**src/rtl/tally_pkg.sv**
```systemverilog
package tally_pkg;
  localparam int DEF_SYNC_STAGES = 2;

  // Width needed to count from 0 up to and including n.
  function automatic int count_width(input int n);
    return (n < 1) ? 1 : $clog2(n + 1);
  endfunction
endpackage

```
**src/rtl/sync_chain.sv**
```systemverilog
module sync_chain #(
  parameter int WIDTH  = 8,
  parameter int STAGES = tally_pkg::DEF_SYNC_STAGES
) (
  input  logic             clk,
  input  logic             rst,
  input  logic [WIDTH-1:0] d,
  output logic [WIDTH-1:0] q
);
  logic [WIDTH-1:0] stage_q [STAGES];

  always_ff @(posedge clk) begin
    if (rst) stage_q[0] <= '0;
    else     stage_q[0] <= d;
  end

  for (genvar s = 1; s < STAGES; s++) begin : g_stage
    always_ff @(posedge clk) begin
      if (rst) stage_q[s] <= '0;
      else     stage_q[s] <= stage_q[s-1];
    end
  end

  assign q = stage_q[STAGES-1];
endmodule

```
**src/rtl/btn_conditioner.sv**
```systemverilog
module btn_conditioner #(
  parameter int HOLD_CYCLES = 16,
  parameter int STAGES      = tally_pkg::DEF_SYNC_STAGES
) (
  input  logic clk,
  input  logic rst,
  input  logic btn_raw,
  output logic held
);
  localparam int CW = tally_pkg::count_width(HOLD_CYCLES);
  localparam logic [CW-1:0] LIMIT = CW'(HOLD_CYCLES);

  logic          btn_s;
  logic [CW-1:0] cnt_q;

  sync_chain #(.WIDTH(1), .STAGES(STAGES)) u_bsync (
    .clk(clk), .rst(rst), .d(btn_raw), .q(btn_s)
  );

  always_ff @(posedge clk) begin
    if (rst || !btn_s)      cnt_q <= '0;
    else if (cnt_q != LIMIT) cnt_q <= cnt_q + 1'b1;
  end

  assign held = (cnt_q == LIMIT);

  // a low synchronized button clears the conditioned level next cycle
  p_cond_drop_r6: assert property (@(posedge clk) disable iff (rst)
    !btn_s |=> !held);
  // the conditioned level only rises after the synchronized button was high
  p_cond_rise_r5: assert property (@(posedge clk) disable iff (rst)
    $rose(held) |-> $past(btn_s));
endmodule

```
**src/rtl/rise_detect.sv**
```systemverilog
module rise_detect (
  input  logic clk,
  input  logic rst,
  input  logic level,
  output logic pulse
);
  logic prev_q;

  always_ff @(posedge clk) begin
    if (rst) prev_q <= 1'b0;
    else     prev_q <= level;
  end

  assign pulse = level & ~prev_q;

  // a press pulse is never followed by another pulse on the next cycle
  p_pulse_single_r7: assert property (@(posedge clk) disable iff (rst)
    pulse |=> !pulse);
endmodule

```
**src/rtl/tally_accum.sv**
```systemverilog
module tally_accum #(
  parameter int LANES       = 3,
  parameter int LANE_W      = 8,
  parameter int SYNC_STAGES = tally_pkg::DEF_SYNC_STAGES,
  parameter int HOLD_CYCLES = 16
) (
  input  logic                      clk,
  input  logic                      rst,
  input  logic [LANES*LANE_W-1:0]   sw_i,
  input  logic                      btn_i,
  output logic [LANES*LANE_W-1:0]   total_o
);
  localparam int IN_W = LANES * LANE_W;

  function automatic logic [IN_W-1:0] wrap_add(input logic [IN_W-1:0] a,
                                               input logic [IN_W-1:0] b);
    return a + b;
  endfunction

  logic [IN_W-1:0] sw_sync;
  logic            btn_level;
  logic            press_pulse;
  logic [IN_W-1:0] total_q;

  for (genvar g = 0; g < LANES; g++) begin : g_lane
    sync_chain #(.WIDTH(LANE_W), .STAGES(SYNC_STAGES)) u_sync (
      .clk(clk), .rst(rst),
      .d(sw_i[g*LANE_W +: LANE_W]),
      .q(sw_sync[g*LANE_W +: LANE_W])
    );
  end

  btn_conditioner #(.HOLD_CYCLES(HOLD_CYCLES), .STAGES(SYNC_STAGES)) u_cond (
    .clk(clk), .rst(rst), .btn_raw(btn_i), .held(btn_level)
  );

  rise_detect u_edge (
    .clk(clk), .rst(rst), .level(btn_level), .pulse(press_pulse)
  );

  always_ff @(posedge clk) begin
    if (rst)              total_q <= '0;
    else if (press_pulse) total_q <= wrap_add(total_q, sw_sync);
  end

  assign total_o = total_q;

  // the cycle after reset the total reads zero
  p_reset_zero_r1: assert property (@(posedge clk)
    $past(rst) |-> total_o == '0);
  // a press adds the synchronized word, truncated to the total width
  p_press_adds_r2: assert property (@(posedge clk) disable iff (rst)
    press_pulse |=> (total_o - $past(total_o)) == $past(sw_sync));
  // without a press the total does not move
  p_total_hold_r3: assert property (@(posedge clk) disable iff (rst)
    !press_pulse |=> $stable(total_o));
endmodule

```
**config.mk**
```make
export PLATFORM = sky130hd
export DESIGN_NAME = tally_accum
export DESIGN_NICKNAME = d
export VERILOG_FILES = /design/src/rtl/tally_pkg.sv /design/src/rtl/sync_chain.sv /design/src/rtl/btn_conditioner.sv /design/src/rtl/rise_detect.sv /design/src/rtl/tally_accum.sv
export SDC_FILE = /design/constraint.sdc
export NUM_CORES = 1
export LEC_CHECK = 0
export BUFFER_PORTS_ARGS = -buffer_cell sky130_fd_sc_hd__buf_2
export CAP_MARGIN = 25
export CORE_UTILIZATION = 50
export CTS_BUF_LIST = sky130_fd_sc_hd__clkbuf_4
export CTS_CLUSTER_SIZE = 30
export DETAILED_ROUTE_END_ITERATION = 8
export PLACE_DENSITY = 0.74
export SYNTH_ARGS = -nofsm -noshare
export SYNTH_HDL_FRONTEND = slang
export SYNTH_SLANG_ARGS = --single-unit
```
**constraint.sdc**
```tcl
create_clock -name clk -period 2.3 [get_ports clk]
set_clock_uncertainty 0.05 [all_clocks]
set_input_delay 0.115 -clock clk [delete_from_list [all_inputs] [get_ports clk]]
set_output_delay 0.115 -clock clk [all_outputs]
set_load 0.02 [all_outputs]
```
==> results.md <==
* Total global routing overflow at 0
* Placeable core area at 7210 um2
* Type of destination of the critical path: register
* Vias per cell at 5.36
* Starting utilization of the core area at 51.5%
* Synth Cell Area at 3710 um2
* Synthesized flop and latch total at 80
* Sequential cell area fraction in the yosys report at 43.1%
* Number of top-level design ports at 51
* Antenna diodes at 0
* Final core utilization at 66.7%
* Number of antenna violations at the first check in global routing at 0
* Final estimated routing congestion in global placement at 0.947
* Most common flop cell mapped by yosys: sky130_fd_sc_hd__dfxtp_1
* Type of element launching the critical path: register
* Worst slack at placement at -55.0 ps
* Maximum level of the CTS H-tree at 3
* Required time of the critical path at 2600 ps
* Largest fanout on the critical path at 3
* Sink count of the clock tree at 80
* Input/output buffers at 50
* Fraction of post-synthesis cell area in the top cell type by area at 43.1%
* Worst path setup slack after routing at 51.8 ps
* Post-Route WL at 9.11 mm
* Pleak at 0.00205 uW
* Reg2Reg Setup Slack at 50 ps
* Clock tree from TritonCTS: built
* Drt wl/cell at 14.9 um
* Number of routed nets with antenna violations at 0
* CTS clk-pin slew, worst paths at 140 ps
* Final number of max-transition violations at 0
* Type of the worst min-delay path: in2reg
* Count of routing violations after the opening detailed-route iteration at 202
* Initial DRT Pass Iterations at 4
* Half-perimeter wire length of the detailed placement result at 6.23 mm
* Root buffer cell: sky130_fd_sc_hd__clkbuf_4
* Pwr dens at 533 nW/um2
* Maximum operating frequency at 0.445 GHz
* P&R area growth vs syn at 29.5%
* CTS max path bufs at 2
* Most area-consuming cells after synthesis: sky130_fd_sc_hd__dfxtp_1, sky130_fd_sc_hd__nor2b_1, sky130_fd_sc_hd__ha_1, sky130_fd_sc_hd__a21oi_1, sky130_fd_sc_hd__nand2_1
* Crit path kind: reg2reg
* First-pass GRT wire length at 13.9 mm
* Result of the run: finished clean
* DRC violation count after routing at 0
* Post-synthesis async set-or-reset flop share at 0%
* Number of hold violations in the final report at 0
* Die height at 88.2 um
* Nets at 559
* Most frequent CP cell: sky130_fd_sc_hd__o21a_1
* Placed standard-cell area at 4270 um2
* Critical-path top delay cell: sky130_fd_sc_hd__dfxtp_2
* Crit path largest cell delay at 360 ps
* Latest clock arrival within the worst-skew pair at 440 ps
* Number of global-route vias before repair at 3,071
* Total CTS buffers at 9
* Die boundary width at 88.2 um
* Die Outline Area at 7780 um2
* Total number of vias at 3,271
* Synth area leader: sky130_fd_sc_hd__dfxtp_1
* Period utilisation layout at 97.7%
* Rel. slew slack at 70.5%
* Final instance area at 4810 um2
* Mean area per synthesized cell at 9.19 um2
* VDD IR max at 0.000443 V
* Syn nets at 457
* Number of distinct library cell variants in the gate-level netlist after synthesis at 51
* Gate count after technology mapping at 404
* Total power at 2570 uW
* Setup-violating endpoint count in the final report at 0
* Yosys synthesis warning count at 0
* Combined global-route utilization of all metal layers at 23.8%
* Critical path data arrival time at 2540 ps
* Ratio of cells with drive above 1 in the final layout at 26.8%
* MaxCap Viol Count at 0
* Num rows at 31
* Shortest clock period the worst path allows after layout at 2250 ps
* Count of flip-flops with a built-in enable after synthesis at 0
* Maximum number of pins on one net before global-route repair at 46
* Cell chain of the critical path: ha_4, fa_2, a21oi_2, o22ai_2, o21a_1, o21a_1, or3_1, a32o_1
* Actual transition at the worst max-transition pin at 441 ps
==> flip-flops by register name, summed over array words and instances, names as in the netlist <==
signal / cells
g_lane.u_sync.stage_q: 48
u_edge.prev_q: 1
total_o: 24
u_cond.cnt_q: 5
u_cond.u_bsync.stage_q: 2
==> power by group <==
| group | switching, uW | internal, uW |
|---|---|---|
| logic | 78.0 | 99.4 |
| registers | 14.5 | 1430 |
| clock network | 497 | 450 |
==> area by class of cell <==
cell class	instances	area (um2)
well taps	99	124
clock inverters	6	83.8
multi-input cells	300	2140
clock buffers	10	75.1
repair buffers	109	758
inverters	6	22.5
flip-flops and latches	80	1610
fillers	603	2400
==> synthesized netlist by cell type, types with 3 or more instances <==
cell and instances:
sky130_fd_sc_hd__dfxtp_1 80, sky130_fd_sc_hd__nor2b_1 52, sky130_fd_sc_hd__a21oi_1 27, sky130_fd_sc_hd__nand2_1 26, sky130_fd_sc_hd__ha_1 25, sky130_fd_sc_hd__nor2_1 24, sky130_fd_sc_hd__o21ai_0 19, sky130_fd_sc_hd__nand3_1 14
sky130_fd_sc_hd__clkbuf_1 12, sky130_fd_sc_hd__a211oi_1 10, sky130_fd_sc_hd__a21o_1 9, sky130_fd_sc_hd__nor3_1 8, sky130_fd_sc_hd__or3_1 7, sky130_fd_sc_hd__xnor2_1 7, sky130_fd_sc_hd__inv_1 6, sky130_fd_sc_hd__o21a_1 6
sky130_fd_sc_hd__a31oi_1 5, sky130_fd_sc_hd__a32o_1 4, sky130_fd_sc_hd__buf_2 4, sky130_fd_sc_hd__nand3b_1 4, sky130_fd_sc_hd__nand4_1 4, sky130_fd_sc_hd__o211ai_1 4, sky130_fd_sc_hd__xor2_1 4, sky130_fd_sc_hd__a21oi_2 3
sky130_fd_sc_hd__and3_2 3, sky130_fd_sc_hd__nand2b_1 3, sky130_fd_sc_hd__o21ai_1 3
==> repair_timing <==
action / CTS / global route
hold buffers: 26 / 0
resized for setup: 4 / 20
pin swaps: 1 / 7
endpoints found under the setup margin: 9 / 8
endpoints found under the hold margin: 28 / 0
buffers inserted: 0 / 1
==> layout by cell type, fill, tap and decap left out, drive strengths merged, types with 3 or more instances in the layout <==
cell,netlist,final
buf,5,83
dfxtp,80,80
nor2b,52,52
a21oi,30,30
nand2,26,26
dlygate4sd3,0,26
ha,25,25
nor2,24,24
o21ai,23,23
nand3,14,14
clkbuf,13,10
a211oi,10,10
a21o,9,9
nor3,8,8
xnor2,7,7
or3,7,7
inv,6,6
o21a,6,6
a31oi,5,5
o211ai,5,5
and3,5,5
xor2,4,4
nand4,4,4
a32o,4,4
nand3b,4,4
clkinv,0,4
nand2b,3,3
==> stage by stage <==
step           TNS [ps]  instances  hold WS (ps)
5_1_grt           -24.6        610           367
3_3_place_gp          0        567           273
6_report              0        610           355
3_5_place_dp       -137        567           278
4_1_cts               0        609           355
2_1_floorplan         0        404           193
==> per-layer routing <==
metal	wire length (um)	share of wire, %	vias up	GRT usage (%)
met5	0	0	-	0
met4	284	3.1	0	12.3
met3	462	5.1	29	4.71
met2	4370	48	98	40.3
met1	3990	44	1499	28.6
li1	-	-	1645	-
==> cell families (layout without fill, tap and decap cells) <==
logic type / Yosys count / after routing / synth area share (%)
adder cells (fa/ha/maj): 26 / 26 / 8.96
XOR/XNOR: 11 / 11 / 2.59
buffers and inverters: 24 / 131 / 2.59
AO/OA/AOI/OAI: 107 / 107 / 19.7
AND/OR/NAND/NOR: 155 / 155 / 22.7
flip-flops: 80 / 80 / 43.1
multiplexers: 1 / 1 / 0.303
==> critical path: cells and delay by family (launching register included) <==
family | cells | cell delay, ps
fa+ha+maj | 2 | 520
simple gates | 1 | 310
compound gates | 5 | 910
flops | 1 | 360
==> path summary, 6_finish.rpt <==
check,start,depth (start not counted),endpoint
hold / removal,sw_i[4],3,g_lane[0].u_sync.stage_q[0][4]
hold reg to reg,g_lane[1].u_sync.stage_q[0][1],1,g_lane[1].u_sync.stage_q[1][1]
setup reg to reg,total_o[0],8,total_o[8]
setup / recovery,total_o[0],8,total_o[8]
No activity file was read; power rests on OpenSTA's default activity.
